## src/rtl/sfx_pkg.sv

```systemverilog
package sfx_pkg;
   localparam int NFLAG     = 12;
   localparam int F_XDONE   = 0;
   localparam int F_XRDY    = 1;
   localparam int F_RRDY    = 2;
   localparam int F_WRDY    = 3;
   localparam int F_REMPTY  = 4;
   localparam int F_RFULL   = 5;
   localparam int F_WEMPTY  = 6;
   localparam int F_WFULL   = 7;
   localparam int F_STICKY0 = 8;
   localparam int NSTICKY   = 4;
   localparam int RTHR_LSB  = 24;
   localparam int WTHR_LSB  = 28;
   localparam int FLUSH_POS = 9;
   typedef logic [NFLAG-1:0] flag_vec_t;
endpackage

```

## src/rtl/sfx_cfg_regs.sv

```systemverilog
module sfx_cfg_regs
   import sfx_pkg::*;
#(
   parameter int THR_W        = 3,
   parameter int FLUSH_CYCLES = 4
) (
   input  logic             clk,
   input  logic             rst_n,
   input  logic             cfg_we,
   input  logic [31:0]      cfg_wdata,
   input  logic             mask_we,
   input  flag_vec_t        mask_wdata,
   output logic [THR_W-1:0] rd_thr_o,
   output logic [THR_W-1:0] wr_thr_o,
   output flag_vec_t        mask_o,
   output logic             flush_req_o,
   output logic             flush_busy_o,
   output logic [31:0]      cfg_rdata_o
);
   localparam int CNT_W = $clog2(FLUSH_CYCLES + 1);

   logic [THR_W-1:0] rd_thr_q, wr_thr_q;
   flag_vec_t        mask_q;
   logic [CNT_W-1:0] flush_cnt_q;

   assign flush_req_o  = cfg_we && cfg_wdata[FLUSH_POS];
   assign flush_busy_o = (flush_cnt_q != '0);

   always_ff @(posedge clk or negedge rst_n) begin
      if (!rst_n) begin
         rd_thr_q <= '0;
         wr_thr_q <= '0;
      end else if (cfg_we) begin
         rd_thr_q <= cfg_wdata[RTHR_LSB +: THR_W];
         wr_thr_q <= cfg_wdata[WTHR_LSB +: THR_W];
      end
   end

   always_ff @(posedge clk or negedge rst_n) begin
      if (!rst_n)       mask_q <= '0;
      else if (mask_we) mask_q <= mask_wdata;
   end

   always_ff @(posedge clk or negedge rst_n) begin
      if (!rst_n)            flush_cnt_q <= '0;
      else if (flush_req_o)  flush_cnt_q <= CNT_W'(FLUSH_CYCLES);
      else if (flush_busy_o) flush_cnt_q <= flush_cnt_q - 1'b1;
   end

   always_comb begin
      cfg_rdata_o = '0;
      cfg_rdata_o[RTHR_LSB +: THR_W] = rd_thr_q;
      cfg_rdata_o[WTHR_LSB +: THR_W] = wr_thr_q;
      cfg_rdata_o[FLUSH_POS]         = flush_busy_o;
   end

   assign rd_thr_o = rd_thr_q;
   assign wr_thr_o = wr_thr_q;
   assign mask_o   = mask_q;

   p_flush_load_r9: assert property (@(posedge clk) disable iff (!rst_n)
      flush_req_o |=> (flush_cnt_q == CNT_W'(FLUSH_CYCLES)));
   p_flush_countdown_r9: assert property (@(posedge clk) disable iff (!rst_n)
      (flush_busy_o && !flush_req_o) |=> (flush_cnt_q == $past(flush_cnt_q) - 1'b1));
   p_thr_hold_r7: assert property (@(posedge clk) disable iff (!rst_n)
      !cfg_we |=> ($stable(rd_thr_q) && $stable(wr_thr_q)));
endmodule

```

## src/rtl/sfx_flag_gen.sv

```systemverilog
module sfx_flag_gen
   import sfx_pkg::*;
#(
   parameter int RD_DEPTH = 8,
   parameter int WR_DEPTH = 8,
   parameter int THR_W    = 3,
   parameter int LVL_W    = 4
) (
   input  logic             clk,
   input  logic             rst_n,
   input  logic [LVL_W-1:0] rd_level,
   input  logic [LVL_W-1:0] wr_level,
   input  logic [3:0]       err_ev,
   input  logic             xfer_done,
   input  logic             xfer_ready,
   input  logic [THR_W-1:0] rd_thr,
   input  logic [THR_W-1:0] wr_thr,
   input  logic             flush_clr,
   output flag_vec_t        status_o
);
   localparam int CW = (LVL_W > THR_W) ? LVL_W : THR_W;

   logic [F_STICKY0-1:0] lvl_d, lvl_q;
   logic [CW-1:0]        rd_lvl_x, wr_lvl_x, rd_thr_x, wr_thr_x;
   logic [NSTICKY-1:0]   sticky_q;

   assign rd_lvl_x = CW'(rd_level);
   assign wr_lvl_x = CW'(wr_level);
   assign rd_thr_x = CW'(rd_thr);
   assign wr_thr_x = CW'(wr_thr);

   always_comb begin
      lvl_d           = '0;
      lvl_d[F_XDONE]  = xfer_done;
      lvl_d[F_XRDY]   = xfer_ready;
      lvl_d[F_RRDY]   = (rd_lvl_x > rd_thr_x);
      lvl_d[F_WRDY]   = (wr_lvl_x <= wr_thr_x);
      lvl_d[F_REMPTY] = (rd_level == '0);
      lvl_d[F_RFULL]  = (rd_level == LVL_W'(RD_DEPTH));
      lvl_d[F_WEMPTY] = (wr_level == '0);
      lvl_d[F_WFULL]  = (wr_level == LVL_W'(WR_DEPTH));
   end

   always_ff @(posedge clk or negedge rst_n) begin
      if (!rst_n) lvl_q <= '0;
      else        lvl_q <= lvl_d;
   end

   for (genvar g = 0; g < NSTICKY; g++) begin : g_sticky
      always_ff @(posedge clk or negedge rst_n) begin
         if (!rst_n)         sticky_q[g] <= 1'b0;
         else if (flush_clr) sticky_q[g] <= 1'b0;
         else if (err_ev[g]) sticky_q[g] <= 1'b1;
      end

      p_sticky_hold_r2: assert property (@(posedge clk) disable iff (!rst_n)
         (sticky_q[g] && !flush_clr) |=> sticky_q[g]);
      p_sticky_set_r2: assert property (@(posedge clk) disable iff (!rst_n)
         (err_ev[g] && !flush_clr) |=> sticky_q[g]);
   end

   assign status_o = {sticky_q, lvl_q};

   p_flush_clears_r10: assert property (@(posedge clk) disable iff (!rst_n)
      flush_clr |=> (status_o[NFLAG-1:F_STICKY0] == '0));
   p_rd_empty_full_r1: assert property (@(posedge clk) disable iff (!rst_n)
      !(status_o[F_REMPTY] && status_o[F_RFULL]));
   p_wr_empty_full_r1: assert property (@(posedge clk) disable iff (!rst_n)
      !(status_o[F_WEMPTY] && status_o[F_WFULL]));
endmodule

```

## src/rtl/sfx_cause_irq.sv

```systemverilog
module sfx_cause_irq
   import sfx_pkg::*;
(
   input  logic      clk,
   input  logic      rst_n,
   input  flag_vec_t status_i,
   input  flag_vec_t mask_i,
   input  logic      clr_we,
   input  flag_vec_t clr_data,
   output flag_vec_t cause_o,
   output logic      irq_o
);
   flag_vec_t prev_q, cause_q;
   logic      irq_q;

   for (genvar g = 0; g < NFLAG; g++) begin : g_cell
      logic rise, clr;
      assign rise = status_i[g] && !prev_q[g] && mask_i[g];
      assign clr  = clr_we && clr_data[g];

      always_ff @(posedge clk or negedge rst_n) begin
         if (!rst_n) begin
            prev_q[g]  <= 1'b0;
            cause_q[g] <= 1'b0;
         end else begin
            prev_q[g]  <= status_i[g];
            if (rise)     cause_q[g] <= 1'b1;
            else if (clr) cause_q[g] <= 1'b0;
         end
      end

      p_set_on_rise_r3: assert property (@(posedge clk) disable iff (!rst_n)
         (cause_q[g] && !$past(cause_q[g])) |-> ($past(status_i[g]) && !$past(prev_q[g])));
      p_masked_no_set_r5: assert property (@(posedge clk) disable iff (!rst_n)
         (!cause_q[g] && !mask_i[g]) |=> !cause_q[g]);
      p_w1c_r4: assert property (@(posedge clk) disable iff (!rst_n)
         (clr_we && clr_data[g] && !mask_i[g]) |=> !cause_q[g]);
   end

   always_ff @(posedge clk or negedge rst_n) begin
      if (!rst_n) irq_q <= 1'b0;
      else        irq_q <= |(cause_q & mask_i);
   end

   assign cause_o = cause_q;
   assign irq_o   = irq_q;

   p_irq_quiet_r6: assert property (@(posedge clk) disable iff (!rst_n)
      ((cause_q & mask_i) == '0) |=> !irq_o);
   p_irq_raise_r6: assert property (@(posedge clk) disable iff (!rst_n)
      ((cause_q & mask_i) != '0) |=> irq_o);
endmodule

```

## src/rtl/sfx_status_irq.sv

```systemverilog
module sfx_status_irq
   import sfx_pkg::*;
#(
   parameter int RD_DEPTH     = 8,
   parameter int WR_DEPTH     = 8,
   parameter int THR_W        = 3,
   parameter int FLUSH_CYCLES = 4,
   parameter int LVL_W        = $clog2(((RD_DEPTH > WR_DEPTH) ? RD_DEPTH : WR_DEPTH) + 1)
) (
   input  logic             clk,
   input  logic             rst_n,
   input  logic [LVL_W-1:0] rd_level,
   input  logic [LVL_W-1:0] wr_level,
   input  logic             rd_unf_ev,
   input  logic             rd_ovf_ev,
   input  logic             wr_unf_ev,
   input  logic             wr_ovf_ev,
   input  logic             xfer_done,
   input  logic             xfer_ready,
   input  logic             cfg_we,
   input  logic [31:0]      cfg_wdata,
   input  logic             mask_we,
   input  logic [11:0]      mask_wdata,
   input  logic             cause_we,
   input  logic [11:0]      cause_wdata,
   output logic [11:0]      status,
   output logic [11:0]      cause,
   output logic             irq,
   output logic [31:0]      cfg_rdata,
   output logic             flush_o
);
   if (THR_W < 1 || THR_W > 3) begin : g_bad_thr
      $error("THR_W must be 1..3 to fit its configuration field");
   end
   if (RD_DEPTH < 1 || WR_DEPTH < 1) begin : g_bad_depth
      $error("FIFO depths must be at least 1");
   end
   if (FLUSH_CYCLES < 1) begin : g_bad_flush
      $error("FLUSH_CYCLES must be at least 1");
   end
   if (NFLAG != 12) begin : g_bad_nflag
      $error("status width mismatch");
   end

   logic [THR_W-1:0] rd_thr, wr_thr;
   flag_vec_t        mask_q, status_w, cause_w;
   logic             flush_req, flush_busy, irq_w;

   sfx_cfg_regs #(.THR_W(THR_W), .FLUSH_CYCLES(FLUSH_CYCLES)) cfg_i (
      .clk          (clk),
      .rst_n        (rst_n),
      .cfg_we       (cfg_we),
      .cfg_wdata    (cfg_wdata),
      .mask_we      (mask_we),
      .mask_wdata   (mask_wdata),
      .rd_thr_o     (rd_thr),
      .wr_thr_o     (wr_thr),
      .mask_o       (mask_q),
      .flush_req_o  (flush_req),
      .flush_busy_o (flush_busy),
      .cfg_rdata_o  (cfg_rdata)
   );

   sfx_flag_gen #(.RD_DEPTH(RD_DEPTH), .WR_DEPTH(WR_DEPTH), .THR_W(THR_W), .LVL_W(LVL_W)) flags_i (
      .clk        (clk),
      .rst_n      (rst_n),
      .rd_level   (rd_level),
      .wr_level   (wr_level),
      .err_ev     ({wr_ovf_ev, wr_unf_ev, rd_ovf_ev, rd_unf_ev}),
      .xfer_done  (xfer_done),
      .xfer_ready (xfer_ready),
      .rd_thr     (rd_thr),
      .wr_thr     (wr_thr),
      .flush_clr  (flush_req || flush_busy),
      .status_o   (status_w)
   );

   sfx_cause_irq cause_i (
      .clk      (clk),
      .rst_n    (rst_n),
      .status_i (status_w),
      .mask_i   (mask_q),
      .clr_we   (cause_we),
      .clr_data (cause_wdata),
      .cause_o  (cause_w),
      .irq_o    (irq_w)
   );

   assign status  = status_w;
   assign cause   = cause_w;
   assign irq     = irq_w;
   assign flush_o = flush_busy;
endmodule

```

## config.mk

```make
export PLATFORM = sky130hd
export DESIGN_NAME = sfx_status_irq
export DESIGN_NICKNAME = d
export VERILOG_FILES = /design/src/rtl/sfx_pkg.sv /design/src/rtl/sfx_cfg_regs.sv /design/src/rtl/sfx_flag_gen.sv /design/src/rtl/sfx_cause_irq.sv /design/src/rtl/sfx_status_irq.sv
export SDC_FILE = /design/constraint.sdc
export NUM_CORES = 1
export LEC_CHECK = 0
export BUFFER_PORTS_ARGS = -buffer_cell sky130_fd_sc_hd__buf_2
export CAP_MARGIN = 5
export CORE_AREA = 4 4 91 76
export CTS_BUF_LIST = sky130_fd_sc_hd__clkbuf_4 sky130_fd_sc_hd__clkbuf_8
export DETAILED_ROUTE_END_ITERATION = 12
export DIE_AREA = 0 0 95 80
export PLACE_DENSITY = 0.81
export SETUP_SLACK_MARGIN = 0.3
export SLEW_MARGIN = 5
export SYNTH_ARGS = -nofsm -noshare
export SYNTH_HDL_FRONTEND = slang
export SYNTH_SLANG_ARGS = --single-unit
```

## constraint.sdc

```tcl
create_clock -name clk -period 1 [get_ports clk]
set_input_delay 0.2 -clock clk [delete_from_list [all_inputs] [get_ports clk]]
set_output_delay 0.2 -clock clk [all_outputs]
set_load 0.005 [all_outputs]
```

### Word-level counts from Yosys, hierarchy flattened

Index checks and enable logic that the tools add are counted.

* reduce and logical (&&, ||, !) cells: 71
* add/sub/neg operators: 1
* multiplexer cells: 34
* bitwise operators: 1
* equal/unequal tests: 2
* order comparisons: 2

Operators by type and width (number)
* $logic_and 1x1->1: 37
* $reduce_bool 2->1: 17
* $mux 1: 32
* $and 12x12->12: 1
* $logic_not 1->1: 12
* $reduce_or 12->1: 1
* $eq 4x4->1 const B: 2
* $logic_not 4->1: 2
* $mux 3: 2
* $gt 4x3->1: 1
* $le 4x3->1: 1
* $reduce_bool 3->1: 1
* $sub 3x1->3 const B: 1
* $logic_or 1x1->1: 1

* input bits: 75
* logic and storage cells: 145
* bits in registers: 58

### Logic depth before layout (Yosys ltp)

Gate-level depths: netlist of the first run.

* depth after elaboration: 4
* gate-level depth with buffers: 5
* depth with buffers taken out: 5

### Modules after synthesis

Synthesis of the first run repeated with hierarchy kept, for this count alone.

* cells, all modules: 212
* area, all modules: 2526.2 um2

Modules (own cells, without submodules)
* sfx_cfg_regs: cells an instance 87, area each 1092.3 um2, instances 1, sequential area each 525.5 um2
* sfx_cause_irq: cells an instance 80, area each 904.6 um2, instances 1, sequential area each 625.6 um2
* sfx_flag_gen: cells an instance 44, area each 523.0 um2, instances 1, sequential area each 300.3 um2
* sfx_status_irq: cells an instance 1, area each 6.3 um2, instances 1, sequential area each 0.0 um2

### Least setup slack after synthesis of the first run

OpenSTA, ideal clock, no wires.

* path kind: flip-flop to flip-flop
* start point: register cfg_i.flush_cnt_q[0]
* end point: register cfg_i.flush_cnt_q[2]
* stages on the path, launching flop included: 5
* library setup time: 0.126 ns
* period minus slack after synthesis: 1.097 ns
* setup slack: -0.097 ns
* arrival time: 0.971 ns
* path through: dfrtp_1 -> inv_1 -> ha_1 -> nor2_1 -> a221o_1

* word-level cells in the longest chain between the ends: 3
* elaborated cells between the ends (all ways): 5

RTL lines
* from (decl): RTL line sfx_cfg_regs.sv:24 `logic [CNT_W-1:0] flush_cnt_q;`
* from (signal assigned): RTL line sfx_cfg_regs.sv:46 `else if (flush_req_o) flush_cnt_q <= CNT_W'(FLUSH_CYCLES);`
* from (signal assigned): RTL line sfx_cfg_regs.sv:47 `else if (flush_busy_o) flush_cnt_q <= flush_cnt_q - 1'b1;`
* $sub 3x1->3: RTL line sfx_cfg_regs.sv:47
* $mux 3: RTL line sfx_cfg_regs.sv:47
* $mux 3: RTL line sfx_cfg_regs.sv:46

Parallel ways exist; a longest one is shown, timed or not. The select of a mux whose other input is x is not followed.
A chain may end at the register's enable or synchronous reset.

### Worst setup path in the final report of the first run

* start point: register cfg_i.flush_cnt_q[0]
* end point: output port cfg_rdata[9]

* word-level cells in the longest chain between the ends: 1

RTL lines
* $reduce_bool 3->1: RTL line sfx_cfg_regs.sv:27 `assign flush_busy_o = (flush_cnt_q != '0);`
* to (decl): RTL line sfx_status_irq.sv:29 `output logic [31:0] cfg_rdata,`

Every way passes these cells.

==> impl_metrics.env, run 1 <==
export IMPL_status="finished with violations"
export IMPL_violations="setup timing"
export IMPL_port_buffers=82
export IMPL_rsz0062_at_grt="true"
export IMPL_synth_edf_count=0
export IMPL_finish_utilization=0.692
export IMPL_synthFlopType="dfrtp_1"
export IMPL_placementRows=25
export IMPL_cts_tree="done"
export IMPL_ys_seq_area_frac=0.591
export IMPL_clock_sinks=58
export IMPL_fillers=434
export IMPL_viasPerCell=4.52
export IMPL_ys_types=29
export IMPL_post_route_min_period_ns=1.34
export IMPL_fin_crit_sh=1.34
export IMPL_grt_pass1_vias=2048
export IMPL_synthMuxAreaShare=0.0642
export IMPL_ant_nets=0
export IMPL_timing_final_ws_setup_ns=-0.341
export IMPL_worstPathMaxFanout=3
export IMPL_finalSetupViolCount=43
export IMPL_die_h_um=80
export IMPL_finalPower_w=0.00769
export IMPL_layout_nets=450
export IMPL_netlist_area_leader_share=0.591
export IMPL_vias=2047
export IMPL_clock_latency_ns=0.33
export IMPL_worstSetupPathType="flop to primary output"
export IMPL_stdcell_count=453
export IMPL_clock_path_buffers=2
export IMPL_critPathLaunchType="flop"
export IMPL_syn_area_mm2=0.00246
export IMPL_grt_max_degree=33
export IMPL_yosys_top_cells_area="dfrtp_1, buf_4, mux2_2"
export IMPL_maxCapViolCount=0
export IMPL_tns_ns=-5.04
export IMPL_grt_overflow=0
export IMPL_vdd_drop_max_mv=1.13
export IMPL_cts_htree_levels=3
export IMPL_worstPathArrival_ns=1.14
export IMPL_area_growth_syn_to_layout_pct=65.6
export IMPL_crit_path_end_kind="primary output"
export IMPL_antenna_found_initial=0
export IMPL_wl_per_cell_um=15.3
export IMPL_dr_pass1_iters=4
export IMPL_finalClockSkew_ns=0.00657
export IMPL_place_congestion=0.731
export IMPL_grt_pass1_wl_um=10000
export IMPL_synthArstFlopShare=1.00
export IMPL_diodes=0
export IMPL_drc_errors=0
export IMPL_synthCells=211
export IMPL_hold_path_class="input port to flop"
export IMPL_io_pins=133
export IMPL_syn_avg_cell_area_um2=11.6
export IMPL_synth_fa_ha_area_frac=0.0407
export IMPL_pre_cts_ws_ns=-0.183
export IMPL_start_util=0.418
export IMPL_cts_made_buffers=9
export IMPL_cts_root_buf="clkbuf_8"
export IMPL_synth_xor_area_share=0.00356
export IMPL_synth_compound_area_frac=0.0932
export IMPL_drive_above_1_share=0.597
export IMPL_power_density_mw_per_mm2=1890
export IMPL_grt_total_usage=0.177
export IMPL_r2r_start="cfg_i.flush_cnt_q[0]"
export IMPL_synth_top_family_by_area="buffers and inverters"
export IMPL_drt_total_wl_um=6910
export IMPL_crit_start="cfg_i.flush_cnt_q[0]"
export IMPL_hold_viol=0
export IMPL_synth_top_area_cell="dfrtp_1"
export IMPL_p_leak_nw=2.13
export IMPL_clkTransAtPathRegs_ns=0.07
export IMPL_placedCellCount=394
export IMPL_crit_required_ns=0.80
export IMPL_design_die_area_mm2=0.00760
export IMPL_synth_simple_area_share=0.0993
export IMPL_core_mm2=0.00588
export IMPL_slew_viol_final=0
export IMPL_first_iter_violations=104
export IMPL_synth_warnings=0
export IMPL_die_width_um=95
export IMPL_hpwl_um=4370
export IMPL_max_freq_mhz=746
export IMPL_yosys_register_bits=58
export IMPL_worstHoldStart="rd_level[0]"
## path summary, 6_finish.rpt
| path | end | slack, ns | cells past startpoint |
|---|---|---|---|
| worst min-delay path | flags_i.lvl_q[5] | 0.05 | 2 |
| worst max-delay path | cfg_rdata[9] | -0.34 | 4 |
| worst min register to register | cause_i.cause_o[11] | 0.41 | 1 |
| worst max register to register | cfg_i.flush_cnt_q[1] | -0.26 | 6 |
| max in group asynchronous | cause_i.prev_q[11] | 0.33 | 3 |
| min in group asynchronous | cfg_i.mask_o[0] | 0.26 | 2 |
## stage by stage
stage / hold WS, ns / instance area (µm²)
detailed placement: 0.0498 / 3140
CTS: 0.0314 / 3800
floorplan: -0.0956 / 2640
global route: 0.0270 / 4070
finish: 0.0536 / 4070
global placement: 0.0483 / 3140
## kinds of logic after synthesis
| family | Yosys count |
|---|---|
| compound gates | 32 |
| other cells | 1 |
| flops | 58 |
| simple gates | 57 |
| xor+xnor | 1 |
| mux | 14 |
| buf+inv | 40 |
| fa+ha+maj | 8 |
## routing by layer
layer,track usage,share of wire,vias up
met5,0,0,-
met2,0.299,0.52,73
li1,-,-,976
met3,0.0716,0.075,6
met4,0.0476,0.0059,0
met1,0.209,0.40,992
## cell usage after synthesis (2+ instances only)
library cell	instances
a221oi_2	3
o21ai_0	16
a22o_1	2
buf_4	27
inv_1	11
nand3_1	2
nor4_1	2
ha_1	8
a21oi_1	2
nand2_1	38
dfrtp_1	58
nor2_1	11
mux2_2	14
nor4b_1	2
## final cells by class
cell class	instances	area [µm²]	share of cell area
flip-flops and latches	58	1450	0.357
repair buffers	150	1190	0.292
multi-input cells	137	1090	0.267
clock buffers	11	145	0.0357
well taps	81	101	0.0249
clock inverters	5	53.8	0.0132
inverters	11	41.3	0.0101
## state kept, by name (all words and copies together) (netlist names)
register,count
flags_i.status_o,4
cfg_i.flush_cnt_q,3
cfg_i.rd_thr_o,3
cause_i.prev_q,12
flags_i.lvl_q,8
cfg_i.mask_o,12
cause_i.irq_o,1
cfg_i.wr_thr_o,3
cause_i.cause_o,12
## timing repair
| item | 4_1_cts | 5_1_grt |
|---|---|---|
| pin swaps | 5 | 9 |
| hold buffers | 3 | 0 |
| buffers inserted | 26 | 13 |
| resized for setup | 63 | 40 |
| endpoints found under the setup margin | 67 | 83 |
| cloned | 0 | 1 |
| endpoints found under the hold margin | 60 | 0 |
## cells in the final DEF (no fill, tap or decap), types with 2 or more instances in the layout
cell / Yosys / routed
buf_2: 1 / 72
dfrtp_1: 58 / 58
buf_6: 0 / 48
conb_1: 1 / 25
nand2_1: 38 / 24
buf_4: 27 / 23
mux2_4: 0 / 13
clkbuf_8: 1 / 10
nor2_1: 11 / 9
nand2_2: 0 / 9
o21ai_2: 0 / 8
inv_1: 11 / 6
ha_4: 0 / 6
inv_2: 0 / 5
o21ai_1: 0 / 5
nand2_4: 0 / 5
a221oi_2: 3 / 4
o21ai_0: 16 / 3
clkinv_2: 0 / 3
dlygate4sd3_1: 0 / 3
buf_12: 0 / 3
a22o_1: 2 / 2
nor4_1: 2 / 2
nor4b_1: 2 / 2
nor2_2: 0 / 2
ha_1: 8 / 2
## worst max-delay path, cell delays in order (launching register included)
cell	delay, ns
dfrtp_1	0.40
inv_2	0.09
ha_4	0.14
nand2b_4	0.07
buf_6	0.12
## power breakdown
group / switching [W] / internal (W) / total (W)
Clock: 0.000933 / 0.00124 / 0.00217
Combinational: 0.00102 / 0.00156 / 0.00258
Sequential: 0.000237 / 0.00270 / 0.00294
Power figures use the tool's default switching activity.
==> run 2, diff against run 1 <==
--- a/config.mk
+++ b/config.mk
@@ -7,10 +7,10 @@
 export LEC_CHECK = 0
 export BUFFER_PORTS_ARGS = -buffer_cell sky130_fd_sc_hd__buf_2
 export CAP_MARGIN = 5
-export CORE_AREA = 4 4 91 76
+export CORE_AREA = 4 4 94 74
 export CTS_BUF_LIST = sky130_fd_sc_hd__clkbuf_4 sky130_fd_sc_hd__clkbuf_8
 export DETAILED_ROUTE_END_ITERATION = 12
-export DIE_AREA = 0 0 95 80
+export DIE_AREA = 0 0 98 78
 export PLACE_DENSITY = 0.81
 export SETUP_SLACK_MARGIN = 0.3
 export SLEW_MARGIN = 5
==> impl_metrics.env, run 2 (synthesis gave the netlist of run 1 again) <==
export IMPL_grt_overflow=0
export IMPL_grt_pass1_wl_um=9970
export IMPL_wl_per_cell_um=14.2
export IMPL_maxCapViolCount=0
export IMPL_cts_made_buffers=9
export IMPL_dr_pass1_iters=4
export IMPL_timing_final_ws_setup_ns=-0.331
export IMPL_layout_cells_most_common_list="buf_2, dfrtp_1, buf_6, conb_1"
export IMPL_drt_total_wl_um=6400
export IMPL_grt_total_usage=0.168
export IMPL_hpwl_um=4090
export IMPL_cp_num_buf_inv=2
export IMPL_critPathLaunchType="flop"
export IMPL_area_growth_syn_to_layout_pct=64.3
export IMPL_slowest_stage="dfrtp_1"
export IMPL_hold_worst_slack_ns=0.0537
export IMPL_cts_root_buf="clkbuf_8"
export IMPL_drc_errors=0
export IMPL_placementRows=25
export IMPL_crit_path_end_kind="primary output"
export IMPL_port_buffers=82
export IMPL_first_iter_violations=82
export IMPL_rsz0062_at_grt="true"
export IMPL_final_common_cell="buf_2"
export IMPL_clock_latency_ns=0.33
export IMPL_clkTransAtPathRegs_ns=0.07
export IMPL_violations="setup timing"
export IMPL_drive_above_1_share=0.595
export IMPL_worstPathArrival_ns=1.13
export IMPL_viasPerCell=4.45
export IMPL_vdd_drop_max_mv=1.18
export IMPL_finish_utilization=0.662
export IMPL_critPathTopFamily="flip-flops"
export IMPL_grt_max_degree=59
export IMPL_finalSetupViolCount=43
export IMPL_max_stage_delay_ns=0.39
export IMPL_worstSetupPathType="flop to primary output"
export IMPL_cts_tree="done"
export IMPL_die_width_um=98
export IMPL_place_congestion=0.775
export IMPL_die_h_um=78
export IMPL_diodes=0
export IMPL_design_die_area_mm2=0.00764
export IMPL_io_pins=133
export IMPL_status="finished with violations"
export IMPL_power_density_mw_per_mm2=1950
export IMPL_hold_path_class="input port to flop"
export IMPL_fin_crit_sh=1.33
export IMPL_hold_viol=0
export IMPL_cts_htree_levels=3
export IMPL_clock_sinks=58
export IMPL_ant_nets=0
export IMPL_vias=1997
export IMPL_crit_chain="inv_2 -> ha_4 -> nand2b_4 -> buf_6"
export IMPL_finalPower_w=0.00788
export IMPL_crit_required_ns=0.80
export IMPL_max_freq_mhz=751
export IMPL_clock_path_buffers=2
export IMPL_start_util=0.403
export IMPL_worstPathMaxFanout=3
export IMPL_p_leak_nw=2.08
export IMPL_layout_nets=446
export IMPL_slew_viol_final=0
export IMPL_antenna_found_initial=0
export IMPL_core_mm2=0.00610
export IMPL_finalClockSkew_ns=0.00483
export IMPL_grt_pass1_vias=2103
export IMPL_post_route_min_period_ns=1.33
run 2: report_power, final:
group	leakage (nW)	internal (W)	switching (W)	total, W
Sequential	0.729	0.00270	0.000237	0.00294
Clock	0.112	0.00147	0.000943	0.00242
Combinational	1.24	0.00154	0.000986	0.00252
run 2: layout make-up:
type | instances | area, µm²
Clock buffer | 10 | 138
Clock inverter | 6 | 90.1
Fill cell | 462 | 2060
Inverter | 11 | 41.3
Multi-Input combinational cell | 137 | 1070
Sequential cell | 58 | 1450
Tap cell | 81 | 101
Timing Repair Buffer | 146 | 1140
run 2: worst paths after layout:
kind                                            from                   end  slack [ns]  cells after the start
max in group asynchronous                      rst_n     cfg_i.rd_thr_o[1]        0.37                      3
min in group asynchronous                      rst_n    cause_i.cause_o[5]        0.44                      3
worst min register to register      flags_i.lvl_q[0]     cause_i.prev_q[0]        0.41                      0
worst max-delay path            cfg_i.flush_cnt_q[1]          cfg_rdata[9]       -0.33                      4
worst max register to register  cfg_i.flush_cnt_q[1]  cfg_i.flush_cnt_q[1]       -0.26                      6
worst min-delay path                     wr_level[3]      flags_i.lvl_q[3]        0.05                      2
run 2: worst reg2reg max path, stage by stage, from the launching register on:
cell,delay [ns]
dfrtp_1,0.39
inv_2,0.08
ha_4,0.15
nand2b_4,0.07
buf_4,0.16
buf_4,0.13
a221oi_2,0.19
run 2: per-stage QoR:
step	cell area [µm²]	cells	worst slack (ns)	setup TNS [ns]
2_1_floorplan	2640	235	-0.0913	-0.120
3_3_place_gp	3120	393	-0.152	-0.728
3_5_place_dp	3120	393	-0.175	-0.960
4_1_cts	3810	439	-0.345	-5.16
5_1_grt	4040	449	-0.391	-7.02
6_report	4040	449	-0.331	-4.73
run 2: repair_timing:
action                                  in CTS  in global routing
buffers inserted                            27                  9
endpoints found under the setup margin      65                105
pin swaps                                    8                  5
endpoints found under the hold margin       60                  0
hold buffers                                 3                  0
cloned                                       0                  1
gates resized for setup                     59                 40
run 2: per-layer routing:
metal | vias to the layer above | global-route usage | share of wire
met2 | 75 | 0.289 | 0.52
met5 | - | 0 | 0
met4 | 0 | 0.0456 | 0.0088
met3 | 6 | 0.0692 | 0.071
li1 | 966 | - | -
met1 | 950 | 0.195 | 0.40
==> run 3, diff against run 2 <==
--- a/config.mk
+++ b/config.mk
@@ -7,10 +7,12 @@
 export LEC_CHECK = 0
 export BUFFER_PORTS_ARGS = -buffer_cell sky130_fd_sc_hd__buf_2
 export CAP_MARGIN = 5
-export CORE_AREA = 4 4 94 74
+export CELL_PAD_IN_SITES_DETAIL_PLACEMENT = 0
+export CELL_PAD_IN_SITES_GLOBAL_PLACEMENT = 1
+export CORE_AREA = 4 4 95 97
 export CTS_BUF_LIST = sky130_fd_sc_hd__clkbuf_4 sky130_fd_sc_hd__clkbuf_8
 export DETAILED_ROUTE_END_ITERATION = 12
-export DIE_AREA = 0 0 98 78
+export DIE_AREA = 0 0 99 101
 export PLACE_DENSITY = 0.81
 export SETUP_SLACK_MARGIN = 0.3
 export SLEW_MARGIN = 5
==> impl_metrics.env, run 3 (synthesis gave the netlist of run 1 again) <==
export IMPL_status="finished with violations"
export IMPL_violations="setup timing"
export IMPL_finalSetupViolCount=42
export IMPL_port_buffers=82
export IMPL_hold_viol=0
export IMPL_switching_share=0.270
export IMPL_design_die_area_mm2=0.0100
export IMPL_r2r_start="cfg_i.flush_cnt_q[0]"
export IMPL_vias=2058
export IMPL_clkTransAtPathRegs_ns=0.06
export IMPL_post_route_min_period_ns=1.33
export IMPL_p_leak_nw=2.12
export IMPL_dpl_cell_area_mm2=0.00316
export IMPL_critPathLaunchType="flop"
export IMPL_hold_worst_slack_ns=0.0609
export IMPL_area_growth_syn_to_layout_pct=68.7
export IMPL_fin_area_mm2=0.00415
export IMPL_drt_total_wl_um=6690
export IMPL_finalClockSkew_ns=0.00818
export IMPL_clock_sinks=58
export IMPL_rr_worst_depth=6
export IMPL_hold_path_class="input port to flop"
export IMPL_drc_errors=0
export IMPL_worstSetupPathType="flop to primary output"
export IMPL_max_freq_mhz=750
export IMPL_p_sw_w=0.00216
export IMPL_start_util=0.302
export IMPL_critical_path_depth=4
export IMPL_wl_per_cell_um=14.0
export IMPL_place_congestion=0.736
export IMPL_crit_chain="inv_2 -> ha_4 -> nand2b_4 -> buf_6"
export IMPL_viasPerCell=4.30
export IMPL_timing_final_ws_setup_ns=-0.333
export IMPL_rsz0062_at_grt="true"
export IMPL_layout_nets=452
export IMPL_drive_above_1_share=0.607
export IMPL_power_density_mw_per_mm2=1930
export IMPL_grt_pass1_wl_um=10200
export IMPL_r2r_slack_ns=-0.33
export IMPL_pwr_share_clk=0.300
export IMPL_cts_htree_levels=3
export IMPL_ant_nets=0
export IMPL_maxCapViolCount=0
export IMPL_intPower_w=0.00584
export IMPL_grt_total_usage=0.130
export IMPL_first_iter_violations=55
export IMPL_core_mm2=0.00813
export IMPL_layout_cells_most_common_list="buf_2, dfrtp_1, buf_6, conb_1, buf_4"
export IMPL_crit_path_end_kind="primary output"
export IMPL_multiInputGateArea_mm2=0.00108
export IMPL_hpwl_um=4520
export IMPL_worstPathMaxFanout=3
export IMPL_combPwrFrac=0.333
export IMPL_vdd_drop_max_mv=1.34
export IMPL_max_stage_delay_ns=0.40
export IMPL_crit_required_ns=0.80
export IMPL_slowest_stage="dfrtp_1"
export IMPL_final_common_cell="buf_2"
export IMPL_clock_path_buffers=2
export IMPL_io_pins=133
export IMPL_cts_made_buffers=9
export IMPL_crit_start="cfg_i.flush_cnt_q[0]"
export IMPL_grt_overflow=0
export IMPL_die_width_um=99
export IMPL_seq_area_mm2=0.00145
export IMPL_grt_max_degree=59
export IMPL_timing_rr_end="cfg_i.flush_cnt_q[2]"
export IMPL_seqPwrFrac=0.367
export IMPL_pre_cts_ws_ns=-0.134
export IMPL_antenna_found_initial=1
export IMPL_critPathTopFamily="flip-flops"
export IMPL_diodes=0
export IMPL_fillers=740
export IMPL_cp_endpoint="cfg_rdata[9]"
export IMPL_die_h_um=101
export IMPL_worstPathArrival_ns=1.13
export IMPL_cp_num_buf_inv=2
export IMPL_slew_viol_final=0
export IMPL_fin_crit_sh=1.33
export IMPL_grt_pass1_vias=2179
export IMPL_dr_pass1_iters=4
export IMPL_cts_root_buf="clkbuf_8"
export IMPL_clock_latency_ns=0.32
export IMPL_cts_tree="done"
export IMPL_placementRows=33
run 3: final cells by class:
class / count / area share
clock buffer: 11 / 0.0350
timing repair buffer: 152 / 0.294
tap: 105 / 0.0317
inverter: 11 / 0.00996
sequential: 58 / 0.350
clock inverter: 5 / 0.0187
multi-input combinational: 137 / 0.261
run 3: how the worst min path moves through the flow:
stage	to	slack, ns	from	depth (start not counted)
6_report	flags_i.lvl_q[4]	0.06	rd_level[3]	2
5_1_grt	flags_i.lvl_q[4]	0.06	rd_level[3]	2
4_1_cts	flags_i.lvl_q[4]	0.04	rd_level[3]	2
3_5_place_dp	cause_i.cause_o[8]	0.23	rst_n	2
3_3_place_gp	cause_i.cause_o[3]	0.23	rst_n	2
2_1_floorplan	cause_i.cause_o[0]	-0.1	rst_n	0
run 3: what timing repair did:
action	4_1_cts	5_1_grt
gates resized for setup	66	41
hold buffers	3	0
endpoints found under the hold margin	60	0
pin swaps	9	7
buffers inserted	29	13
setup endpoints to repair	66	122
cloned	0	1
run 3: metrics by stage:
stage	TNS (ns)	total power [W]	utilization	instances
final	-5.34	0.00800	0.510	479
after global routing	-7.38	0.00846	0.510	479
after CTS	-5.92	0.00776	0.477	465
after detailed placement	-0.771	0.00453	0.388	417
after global placement	-0.533	0.00447	0.388	417
after floorplan	-0.120	0.00387	-	235
run 3: power by group through the flow:
| stage | combinational [W] | sequential, W | clock (W) |
|---|---|---|---|
| after floorplan | 0.000893 | 0.00297 | 0 |
| after global placement | 0.00149 | 0.00297 | 0 |
| after detailed placement | 0.00155 | 0.00298 | 0 |
| after CTS | 0.00235 | 0.00292 | 0.00249 |
| after global routing | 0.00291 | 0.00297 | 0.00258 |
| final | 0.00266 | 0.00294 | 0.00240 |
run 3: routing by layer:
metal,routed length [µm],track usage,vias up
li1,-,-,973
met3,492,0.0498,9
met5,7,0,-
met1,2840,0.163,1004
met2,3300,0.215,70
met4,57,0.0284,2
